**src/rtl/slm_pkg.sv**
```systemverilog
package slm_pkg;

  typedef struct packed {
    logic valid;
    logic dirty;
    logic spec;
  } line_flags_t;

  typedef enum logic [1:0] {
    SW_IDLE    = 2'd0,
    SW_WALK    = 2'd1,
    SW_RESTORE = 2'd2
  } sweep_state_t;

  typedef enum logic {
    END_MERGE   = 1'b0,
    END_DISCARD = 1'b1
  } end_mode_t;

endpackage

```
**src/rtl/slm_line_array.sv**
```systemverilog
module slm_line_array
  import slm_pkg::*;
#(
  parameter int INDEX_W = 4,
  parameter int TAG_W   = 8
) (
  input  logic               clk,
  input  logic               rst,
  input  logic               we,
  input  logic [INDEX_W-1:0] waddr,
  input  line_flags_t        wflags,
  input  logic [TAG_W-1:0]   wtag,
  input  logic [INDEX_W-1:0] raddr_a,
  output line_flags_t        rflags_a,
  output logic [TAG_W-1:0]   rtag_a,
  input  logic [INDEX_W-1:0] raddr_b,
  output line_flags_t        rflags_b,
  output logic [TAG_W-1:0]   rtag_b
);
  localparam int LINES = 1 << INDEX_W;

  line_flags_t      flags_q [LINES];
  logic [TAG_W-1:0] tags_q  [LINES];

  // Flags need a reset, so they live in per-line registers.
  for (genvar g = 0; g < LINES; g++) begin : g_line
    always_ff @(posedge clk) begin
      if (rst) begin
        flags_q[g] <= '0;
      end else if (we && waddr == INDEX_W'(g)) begin
        flags_q[g] <= wflags;
      end
    end
  end

  // Tags need no reset and can map onto a RAM.
  always_ff @(posedge clk) begin
    if (we) begin
      tags_q[waddr] <= wtag;
    end
  end

  assign rflags_a = flags_q[raddr_a];
  assign rtag_a   = tags_q[raddr_a];
  assign rflags_b = flags_q[raddr_b];
  assign rtag_b   = tags_q[raddr_b];


  rollback_clears_all_chk: assert property (@(posedge clk) disable iff (rst)
    (we && !wflags.valid) |-> (!wflags.dirty && !wflags.spec));

endmodule

```
**src/rtl/slm_access_ctrl.sv**
```systemverilog
module slm_access_ctrl
  import slm_pkg::*;
#(
  parameter int TAG_W = 8
) (
  input  logic             fire,
  input  logic             is_write,
  input  logic [TAG_W-1:0] tag,
  input  logic             spec_on,
  input  line_flags_t      cur_flags,
  input  logic [TAG_W-1:0] cur_tag,
  output logic             hit,
  output logic             ovf,
  output logic             wb,
  output logic [TAG_W-1:0] wb_tag,
  output logic             we,
  output line_flags_t      new_flags,
  output logic [TAG_W-1:0] new_tag
);
  logic match;
  logic victim_locked;

  assign match         = cur_flags.valid && (cur_tag == tag);
  assign victim_locked = cur_flags.valid && cur_flags.spec;

  always_comb begin
    hit       = 1'b0;
    ovf       = 1'b0;
    wb        = 1'b0;
    wb_tag    = cur_tag;
    we        = 1'b0;
    new_flags = cur_flags;
    new_tag   = cur_tag;
    if (fire) begin
      if (match) begin
        hit = 1'b1;
        if (is_write) begin
          we              = 1'b1;
          new_flags.dirty = 1'b1;
          new_flags.spec  = cur_flags.spec | spec_on;
          // Save the safe copy before the first speculative write.
          wb              = spec_on && cur_flags.dirty && !cur_flags.spec;
        end
      end else if (victim_locked) begin
        ovf = 1'b1;
      end else begin
        wb              = cur_flags.valid && cur_flags.dirty;
        we              = 1'b1;
        new_flags.valid = 1'b1;
        new_flags.dirty = is_write;
        new_flags.spec  = is_write && spec_on;
        new_tag         = tag;
      end
    end
  end

endmodule

```
**src/rtl/slm_sweep_ctrl.sv**
```systemverilog
module slm_sweep_ctrl
  import slm_pkg::*;
#(
  parameter int INDEX_W = 4
) (
  input  logic               clk,
  input  logic               rst,
  input  logic               cmd_begin,
  input  logic               cmd_commit,
  input  logic               cmd_rollback,
  input  line_flags_t        cur_flags,
  output logic [INDEX_W-1:0] ptr,
  output logic               we,
  output line_flags_t        new_flags,
  output logic               busy,
  output logic               spec_on
);
  localparam logic [INDEX_W-1:0] LAST = '1;

  sweep_state_t state_q;
  end_mode_t    mode_q;
  logic [INDEX_W-1:0] ptr_q;
  logic         spec_q;

  always_ff @(posedge clk) begin
    if (rst) begin
      state_q <= SW_IDLE;
      mode_q  <= END_MERGE;
      ptr_q   <= '0;
      spec_q  <= 1'b0;
    end else begin
      unique case (state_q)
        SW_IDLE: begin
          if (spec_q && (cmd_rollback || cmd_commit)) begin
            state_q <= SW_WALK;
            ptr_q   <= '0;
            mode_q  <= cmd_rollback ? END_DISCARD : END_MERGE;
          end else if (cmd_begin && !spec_q) begin
            spec_q <= 1'b1;
          end
        end
        SW_WALK: begin
          ptr_q <= ptr_q + 1'b1;
          if (ptr_q == LAST) begin
            state_q <= SW_RESTORE;
          end
        end
        SW_RESTORE: begin
          spec_q  <= 1'b0;
          state_q <= SW_IDLE;
        end
        default: state_q <= SW_IDLE;
      endcase
    end
  end

  always_comb begin
    we        = (state_q == SW_WALK) && cur_flags.spec;
    new_flags = cur_flags;
    new_flags.spec = 1'b0;
    if (mode_q == END_DISCARD) begin
      new_flags = '0;
    end
  end

  assign ptr     = ptr_q;
  assign busy    = (state_q != SW_IDLE);
  assign spec_on = spec_q;


  sweep_step_chk: assert property (@(posedge clk) disable iff (rst)
    (state_q == SW_WALK && ptr_q != LAST) |=> (state_q == SW_WALK && ptr_q == $past(ptr_q) + 1'b1));


  spec_ends_in_restore_chk: assert property (@(posedge clk) disable iff (rst)
    $fell(spec_q) |-> ($past(state_q) == SW_RESTORE));


  spec_held_in_sweep_chk: assert property (@(posedge clk) disable iff (rst)
    (state_q == SW_WALK) |-> spec_q);

endmodule

```
**src/rtl/spec_line_mgr.sv**
```systemverilog
module spec_line_mgr
  import slm_pkg::*;
#(
  parameter int INDEX_W = 4,
  parameter int TAG_W   = 8
) (
  input  logic               clk,
  input  logic               rst,
  input  logic               acc_req,
  input  logic               acc_write,
  input  logic [INDEX_W-1:0] acc_index,
  input  logic [TAG_W-1:0]   acc_tag,
  input  logic               cmd_begin,
  input  logic               cmd_commit,
  input  logic               cmd_rollback,
  output logic               rsp_valid,
  output logic               rsp_hit,
  output logic               evict_ovf,
  output logic               wb_valid,
  output logic [INDEX_W-1:0] wb_index,
  output logic [TAG_W-1:0]   wb_tag,
  output logic               busy,
  output logic               spec_active
);
  logic [INDEX_W-1:0] sw_ptr;
  logic               sw_we;
  line_flags_t        sw_flags;
  logic               sw_busy;
  logic               sw_spec;

  line_flags_t        a_flags;
  logic [TAG_W-1:0]   a_tag;
  line_flags_t        b_flags;
  logic [TAG_W-1:0]   b_tag;

  logic               fire;
  logic               ac_hit;
  logic               ac_ovf;
  logic               ac_wb;
  logic [TAG_W-1:0]   ac_wb_tag;
  logic               ac_we;
  line_flags_t        ac_flags;
  logic [TAG_W-1:0]   ac_tag_new;

  logic               arr_we;
  logic [INDEX_W-1:0] arr_waddr;
  line_flags_t        arr_wflags;
  logic [TAG_W-1:0]   arr_wtag;

  assign fire = acc_req && !sw_busy;

  slm_sweep_ctrl #(.INDEX_W(INDEX_W)) sweep_i (
    .clk          (clk),
    .rst          (rst),
    .cmd_begin    (cmd_begin),
    .cmd_commit   (cmd_commit),
    .cmd_rollback (cmd_rollback),
    .cur_flags    (b_flags),
    .ptr          (sw_ptr),
    .we           (sw_we),
    .new_flags    (sw_flags),
    .busy         (sw_busy),
    .spec_on      (sw_spec)
  );

  slm_access_ctrl #(.TAG_W(TAG_W)) access_i (
    .fire      (fire),
    .is_write  (acc_write),
    .tag       (acc_tag),
    .spec_on   (sw_spec),
    .cur_flags (a_flags),
    .cur_tag   (a_tag),
    .hit       (ac_hit),
    .ovf       (ac_ovf),
    .wb        (ac_wb),
    .wb_tag    (ac_wb_tag),
    .we        (ac_we),
    .new_flags (ac_flags),
    .new_tag   (ac_tag_new)
  );

  // One write port: the sweep and the access path never write together.
  always_comb begin
    arr_we     = sw_we | ac_we;
    arr_waddr  = sw_we ? sw_ptr   : acc_index;
    arr_wflags = sw_we ? sw_flags : ac_flags;
    arr_wtag   = sw_we ? b_tag    : ac_tag_new;
  end

  slm_line_array #(.INDEX_W(INDEX_W), .TAG_W(TAG_W)) lines_i (
    .clk      (clk),
    .rst      (rst),
    .we       (arr_we),
    .waddr    (arr_waddr),
    .wflags   (arr_wflags),
    .wtag     (arr_wtag),
    .raddr_a  (acc_index),
    .rflags_a (a_flags),
    .rtag_a   (a_tag),
    .raddr_b  (sw_ptr),
    .rflags_b (b_flags),
    .rtag_b   (b_tag)
  );

  always_ff @(posedge clk) begin
    if (rst) begin
      rsp_valid <= 1'b0;
      rsp_hit   <= 1'b0;
      evict_ovf <= 1'b0;
      wb_valid  <= 1'b0;
      wb_index  <= '0;
      wb_tag    <= '0;
    end else begin
      rsp_valid <= fire;
      rsp_hit   <= ac_hit;
      evict_ovf <= ac_ovf;
      wb_valid  <= ac_wb;
      wb_index  <= acc_index;
      wb_tag    <= ac_wb_tag;
    end
  end

  assign busy        = sw_busy;
  assign spec_active = sw_spec;


  spec_victim_kept_chk: assert property (@(posedge clk) disable iff (rst)
    (fire && a_flags.valid && a_flags.spec && a_tag != acc_tag) |=> (evict_ovf && !wb_valid && !rsp_hit));


  no_rsp_when_busy_chk: assert property (@(posedge clk) disable iff (rst)
    busy |=> !rsp_valid);


  ovf_not_hit_chk: assert property (@(posedge clk) disable iff (rst)
    evict_ovf |-> (rsp_valid && !rsp_hit && !wb_valid));


  single_writer_chk: assert property (@(posedge clk) disable iff (rst)
    !(sw_we && ac_we));

endmodule

```
**config.mk**
```make
export PLATFORM = sky130hd
export DESIGN_NAME = spec_line_mgr
export DESIGN_NICKNAME = d
export VERILOG_FILES = /design/src/rtl/slm_pkg.sv /design/src/rtl/slm_line_array.sv /design/src/rtl/slm_access_ctrl.sv /design/src/rtl/slm_sweep_ctrl.sv /design/src/rtl/spec_line_mgr.sv
export SDC_FILE = /design/constraint.sdc
export NUM_CORES = 1
export LEC_CHECK = 0
export BUFFER_PORTS_ARGS = -buffer_cell sky130_fd_sc_hd__buf_4
export CORE_ASPECT_RATIO = 0.75
export CORE_UTILIZATION = 30
export DETAILED_ROUTE_END_ITERATION = 7
export SLEW_MARGIN = 20
export SYNTH_ARGS = -nofsm -noshare
export SYNTH_HDL_FRONTEND = slang
export SYNTH_SLANG_ARGS = --single-unit
```
**constraint.sdc**
```tcl
create_clock -name clk -period 8.8 [get_ports clk]
set_input_delay 1.32 -clock clk [delete_from_list [all_inputs] [get_ports clk]]
set_output_delay 1.32 -clock clk [all_outputs]
set_load 0.1 [all_outputs]
```
# Yosys cells after proc, flatten, opt, wreduce, memory -nomap -nowiden
# Memory sizes are Yosys's and may differ from the RTL's. A register that Yosys moved wholly into a read port is not among the register bits.
# Index checks and enable logic that the tools add are counted.
# word_totals
out_inout_bits	18
regBits	24
wordCells	198
n_memories	2
ram_bits	176
# classes
mux	102
add_sub_neg	1
n_reduce_logical	41
n_eq_ne	23
bitwise	19
# memory_table
memory	words	width	rd	rd_clocked_by_memory_dff	wr	line	source
lines_i.tags_q	16	8	2	1	1	slm_line_array.sv:23	logic [TAG_W-1:0] tags_q [LINES];
lines_i.flags_q	16	3	2	1	16	slm_line_array.sv:22	line_flags_t flags_q [LINES];
# op_table
op	count
$mux 1	65
$mux 3	20
$eq 4x4->1 const B	9
$mux 8	4
$logic_and 1x1->1	26
$mux 4	6
$or 1x1->1	18
$eq 4x3->1 const B	4
$eq 4x2->1 const B	2
$eq 8x8->1	1
$mux 2	4
$pmux 4 s2	1
$ne 2x1->1 const B	3
$reduce_and 2->1	3
$reduce_bool 2->1	3
$add 4x1->4 const B	1
$eq 4x1->1 const B	1
$logic_not 4->1	1
$pmux 2 s2	1
$logic_not 1->1	3
$reduce_and 3->1	1
$reduce_or 3->1	1
$eq 2x1->1 const B	1
$eq 2x2->1 const B	1
6 further kinds	6

# Logic depth before layout (Yosys ltp)
# An unclocked memory read counts as a cell.
# logic_depth
ltp_word	11
depth_mapped	12
depth_no_buf	8

# By module
# A second synthesis with hierarchy kept.
# hier_totals
hier_cells	629
hier_area_um2	10146.0
# modules_own_cells
mod	seq_area_each_um2	cells_per_inst	instances	area_per_inst_um2
slm_line_array	5285.1	483	1	8687.1
spec_line_mgr	320.3	52	1	673.1
slm_sweep_ctrl	160.2	44	1	417.9
slm_access_ctrl	0.0	50	1	367.9

# Least setup slack after synthesis
# OpenSTA, ideal clock, no wires.
# synth_path
kind	input -> register
start	input acc_index[1]
end	memory lines_i.tags_q[0][0], data pin
cell_stages	10
setup_slack_ps	4003
t_arrival_ps	4378
path_buffers	2
path_cell_list	buf_4 buf_6 mux4_2 mux2i_1 o32a_1 xor2_1 nand3_1 nor4_2 nor2_1 o311ai_0
# synth_via
elab_chain_len	6
elab_cells_between_ends	9
classes_between	eq/ne: 1; mux: 4; reduce/logical: 2; memory: 2
# synth_lines
element	line	source
from (decl)	spec_line_mgr.sv:11	input logic [INDEX_W-1:0] acc_index,
$mem_v2 16x8 or $mem_v2 16x3 (tied branches)	n/a	
$eq 8x8->1 or $logic_and 1x1->1 (tied branches)	slm_access_ctrl.sv:23, slm_access_ctrl.sv:24	
$logic_and 1x1->1 or $mux 8 (tied branches)	slm_access_ctrl.sv:23, slm_access_ctrl.sv:44	
$mux 8	slm_access_ctrl.sv:35	if (match) begin
$mux 8 *	slm_access_ctrl.sv:34	if (fire) begin
$mux 8 *	spec_line_mgr.sv:87	arr_wtag = sw_we ? b_tag : ac_tag_new;
via arr_wtag[0]	spec_line_mgr.sv:48	logic [TAG_W-1:0] arr_wtag;
to (decl)	slm_line_array.sv:23	
# The timed path passes the listed nets; every way through them passes the cells marked *.

# Worst setup path in the final report
# layout_path
start	input acc_index[0]
end	memory lines_i.tags_q[6][1] (enable)
# layout_via
elab_chain_len	8
elab_cells_between_ends	12
classes_between	eq/ne: 1; mux: 6; bitwise: 1; reduce/logical: 2; memory: 2
# layout_lines
element	line	source
$mem_v2 16x8 or $mem_v2 16x3 (tied branches)	n/a	
$eq 8x8->1 or $logic_and 1x1->1 (tied branches)	slm_access_ctrl.sv:23, slm_access_ctrl.sv:24	
$logic_and 1x1->1 or $mux 1 (tied branches)	slm_access_ctrl.sv:23, slm_access_ctrl.sv:44	
$mux 1	slm_access_ctrl.sv:35	
$mux 1	slm_access_ctrl.sv:34	
$or 1x1->1	spec_line_mgr.sv:84	arr_we = sw_we | ac_we;
$mux 1	slm_line_array.sv:38	if (we) begin
$mux 1 (implied by the code)	slm_line_array.sv:39	tags_q[waddr] <= wtag;
# Parallel ways exist; a longest one is shown, timed or not.

==> metrics.txt <==
# TYPE chip_impl_metric gauge
chip_impl_info{name="run_status",value="finished clean"} 1
chip_impl_metric{name="maxClockFrequency",unit="MHz"} 169
chip_impl_metric{name="yosysSeqAreaShare",unit=""} 0.569
chip_impl_metric{name="finClkSkew",unit="ns"} 0.0269
chip_impl_metric{name="period_share",unit=""} 0.670
chip_impl_metric{name="grt_max_degree",unit=""} 56
chip_impl_metric{name="synthesis.area",unit="mm^2"} 0.0103
chip_impl_metric{name="postSynthAreaPerCell",unit="um^2"} 14.8
chip_impl_metric{name="slew_headroom",unit=""} 0.246
chip_impl_metric{name="detail_route.wirelength",unit="um"} 30100
chip_impl_metric{name="power",unit="uW"} 2410
chip_impl_metric{name="period_needed",unit="ns"} 5.90
chip_impl_metric{name="ys.warnings.count",unit=""} 0
chip_impl_info{name="tritoncts_clock_tree",value="built"} 1
chip_impl_metric{name="dr_total_vias",unit=""} 6796
chip_impl_metric{name="placeableCoreArea",unit="mm^2"} 0.0336
chip_impl_metric{name="clkTransAtPathRegs",unit="ns"} 0.06
chip_impl_metric{name="pin_count",unit=""} 37
chip_impl_metric{name="htree_num_levels",unit=""} 1
chip_impl_metric{name="layout-drive-gt1-share",unit=""} 0.265
chip_impl_metric{name="hold_violations",unit=""} 0
chip_impl_metric{name="routedWlPerCell",unit="um"} 25.4
chip_impl_metric{name="ys_ff_latch",unit=""} 204
chip_impl_metric{name="post_synthesis_net_count",unit=""} 714
chip_impl_metric{name="synth_edf_count",unit=""} 176
chip_impl_metric{name="viasPerCell",unit=""} 5.74
chip_impl_metric{name="multiInputGateArea",unit="mm^2"} 0.00415
chip_impl_metric{name="layout.nets",unit=""} 741
chip_impl_metric{name="place_congestion",unit=""} 0.932
chip_impl_metric{name="clkSinkCount",unit=""} 204
chip_impl_metric{name="dr.first_iter.drc_count",unit=""} 919
chip_impl_metric{name="power_leakage",unit="uW"} 0.00375
chip_impl_metric{name="maxCapViolCount",unit=""} 0
chip_impl_metric{name="std_cell_rows",unit=""} 58
chip_impl_metric{name="drt-pass1-iter-count",unit=""} 5
chip_impl_metric{name="dieWidth",unit="um"} 216
chip_impl_metric{name="worst_slack_after_detailed_placement",unit="ns"} 2.53
chip_impl_metric{name="cts.path.max_buffers",unit=""} 3
chip_impl_metric{name="placement.io_buffers",unit=""} 36
chip_impl_metric{name="worstSkewPairLatency",unit="ns"} 0.52
chip_impl_metric{name="number_of_buffers_added_for_setup_after_cts",unit=""} 0
chip_impl_metric{name="grt_util_all_layers",unit=""} 0.173
chip_impl_metric{name="initial_antenna_violation_count",unit=""} 0
chip_impl_metric{name="insertedDiodeCount",unit=""} 0
chip_impl_metric{name="drc",unit=""} 0
chip_impl_metric{name="die_height",unit="um"} 162
chip_impl_metric{name="grt-ovfl-total",unit=""} 0
chip_impl_metric{name="cts_hold_buf",unit=""} 0
chip_impl_info{name="timing.setup.critical_path_class",value="input pin to register"} 1
chip_impl_metric{name="final-max-slew-violation-count",unit=""} 0
chip_impl_metric{name="power.density_cell_area",unit="mW/mm^2"} 206
chip_impl_metric{name="crit_fanout",unit=""} 48
chip_impl_metric{name="start_util",unit=""} 0.306
chip_impl_info{name="rsz_0062_raised_after_global_routing",value="no"} 1
chip_impl_metric{name="die-area",unit="mm^2"} 0.0350
chip_impl_metric{name="worst-endpoint-arrival",unit="ns"} 6.01
chip_impl_metric{name="fillerInstances",unit=""} 3189
chip_impl_info{name="synth_ff_type",value="sky130_fd_sc_hd__edfxtp_1"} 1
chip_impl_metric{name="synth.top_cell.area_share",unit=""} 0.514
chip_impl_info{name="worst_setup_path_start_kind",value="input pin"} 1
chip_impl_metric{name="cell_count_after_synthesis",unit=""} 694
chip_impl_metric{name="number_of_global_route_vias_before_repair",unit=""} 6349
chip_impl_metric{name="grt_pass1_wl",unit="um"} 44300
chip_impl_metric{name="synth.distinct_cells",unit=""} 57
chip_impl_metric{name="finalSetupViolCount",unit=""} 0
chip_impl_metric{name="final.setup.worst_slack",unit="ns"} 2.90
chip_impl_info{name="synth.area.top_cells",value="sky130_fd_sc_hd__edfxtp_1 51%, sky130_fd_sc_hd__mux4_2 19%, sky130_fd_sc_hd__dfxtp_1 5.5%"} 1
chip_impl_metric{name="synth-async-reset-ratio",unit=""} 0
chip_impl_metric{name="setup_tns",unit="ns"} 0
chip_impl_metric{name="area.growth.synth_to_final",unit="%"} 13.9
chip_impl_metric{name="tightest_slew",unit="ns"} 1.13
chip_impl_metric{name="worstPathRequired",unit="ns"} 8.91
chip_impl_metric{name="cts_inserted_buffers",unit=""} 21
chip_impl_metric{name="regArea",unit="mm^2"} 0.00585
chip_impl_info{name="cp-end-kind",value="register"} 1
chip_impl_metric{name="detail-route-antenna-nets",unit=""} 0
chip_impl_metric{name="vdd_ir_drop_max",unit="mV"} 0.0942
chip_impl_metric{name="cts_repair_resize_count",unit=""} 0
chip_impl_metric{name="detailed_place_hpwl",unit="um"} 21200
chip_impl_info{name="synth_area_leader_cell",value="sky130_fd_sc_hd__edfxtp_1"} 1
chip_impl_info{name="cts-root-buf",value="sky130_fd_sc_hd__clkbuf_16"} 1
chip_impl_info{name="class_of_the_tightest_hold_or_removal_check",value="register to register"} 1
chip_impl_metric{name="fin_util",unit=""} 0.348
## cells in the mapped netlist (7+ instances only)
master,n
sky130_fd_sc_hd__nor3_1,8
sky130_fd_sc_hd__nand2b_1,15
sky130_fd_sc_hd__edfxtp_1,176
sky130_fd_sc_hd__mux2i_1,34
sky130_fd_sc_hd__nand2_1,33
sky130_fd_sc_hd__o21ai_1,7
sky130_fd_sc_hd__a21oi_1,74
sky130_fd_sc_hd__dfxtp_1,28
sky130_fd_sc_hd__nor2_1,50
sky130_fd_sc_hd__o21ai_0,9
sky130_fd_sc_hd__mux4_2,86
sky130_fd_sc_hd__clkbuf_1,21
sky130_fd_sc_hd__nand3_1,10
sky130_fd_sc_hd__buf_2,16
sky130_fd_sc_hd__mux2_2,9
sky130_fd_sc_hd__nor2b_1,10
sky130_fd_sc_hd__buf_4,7
sky130_fd_sc_hd__and2_1,10
## report_power, final
| part | total, uW | switching (uW) | internal (uW) |
|---|---|---|---|
| clock | 939 | 382 | 557 |
| combinational | 338 | 223 | 115 |
| sequential | 1130 | 19.7 | 1110 |
## layout make-up
cell class              count  area share
clock buffers              23      0.0455
repair buffers             54      0.0346
inverters                   7     0.00225
flip-flops and latches    204       0.500
clock inverters            14      0.0154
multi-input cells         433       0.354
well taps                 450      0.0481
## worst max-delay path, stage by stage
cell and delay [ns]:
sky130_fd_sc_hd__buf_4 0.59, sky130_fd_sc_hd__mux4_1 0.65, sky130_fd_sc_hd__a22o_1 0.26, sky130_fd_sc_hd__a221oi_4 0.27, sky130_fd_sc_hd__xor2_2 0.21, sky130_fd_sc_hd__o211ai_2 0.17
sky130_fd_sc_hd__o31ai_4 0.35, sky130_fd_sc_hd__nand4_1 0.91, sky130_fd_sc_hd__a21oi_1 1.22
## cells by family (layout without fill, tap and decap cells)
logic type,count (synthesis),count (layout),synth area share
XOR/XNOR,7,7,0.00670
buffers and inverters,57,98,0.0282
flip-flops,204,204,0.569
AO/OA/AOI/OAI,123,123,0.0754
adder cells (fa/ha/maj),1,1,0.00122
multiplexers,130,130,0.234
AND/OR/NAND/NOR,172,172,0.0857
## metrics by stage
step / hold WS [ns] / instances / cell area [um^2]
floorplan: 0.439 / 694 / 10300
global placement: 0.479 / 1148 / 11000
detailed placement: 0.496 / 1148 / 11000
CTS: 0.510 / 1185 / 11700
global route: 0.554 / 1185 / 11700
finish: 0.502 / 1185 / 11700
## registers in the layout, indices dropped and copies added (netlist names), named ones only
register	flops
wb_tag	8
evict_ovf	1
sweep_i.spec_on	1
wb_valid	1
sweep_i.ptr	4
rsp_valid	1
sweep_i.mode_q	1
lines_i.tags_q	128
wb_index	4
rsp_hit	1
lines_i.flags_q	48
sweep_i.state_q	2
## layout by cell type (no fill, tap or decap), drive strengths merged, types with 6 or more instances in the layout
cell    count
a21oi      74
and2       10
and3        6
buf        54
clkbuf     23
clkinv      8
dfxtp      28
edfxtp    176
inv         7
mux2        9
mux2i      34
mux4       87
nand2      33
nand2b     15
nand3      10
nand3b      6
nor2       50
nor2b      10
nor3        8
nor4        7
o21ai      16
o311ai      6
xor2        7
## final timing paths
kind	cells past startpoint	end	start	slack, ns
setup reg to reg	8	lines_i.tags_q[6][1]	lines_i.tags_q[4][3]	3.99
hold reg to reg	2	sweep_i.mode_q	sweep_i.mode_q	0.50
setup / recovery	9	lines_i.tags_q[6][1]	acc_index[0]	2.90
hold / removal	2	sweep_i.mode_q	sweep_i.mode_q	0.50
## per-layer routing
| layer | vias up | global-route usage | part of all wire |
|---|---|---|---|
| met4 | 0 | 0.0393 | 0.020 |
| li1 | 2833 | - | - |
| met2 | 438 | 0.224 | 0.39 |
| met3 | 42 | 0.0506 | 0.12 |
| met5 | - | 0 | 0 |
| met1 | 3483 | 0.277 | 0.46 |
Note: power is estimated with default switching activity, not from simulation.
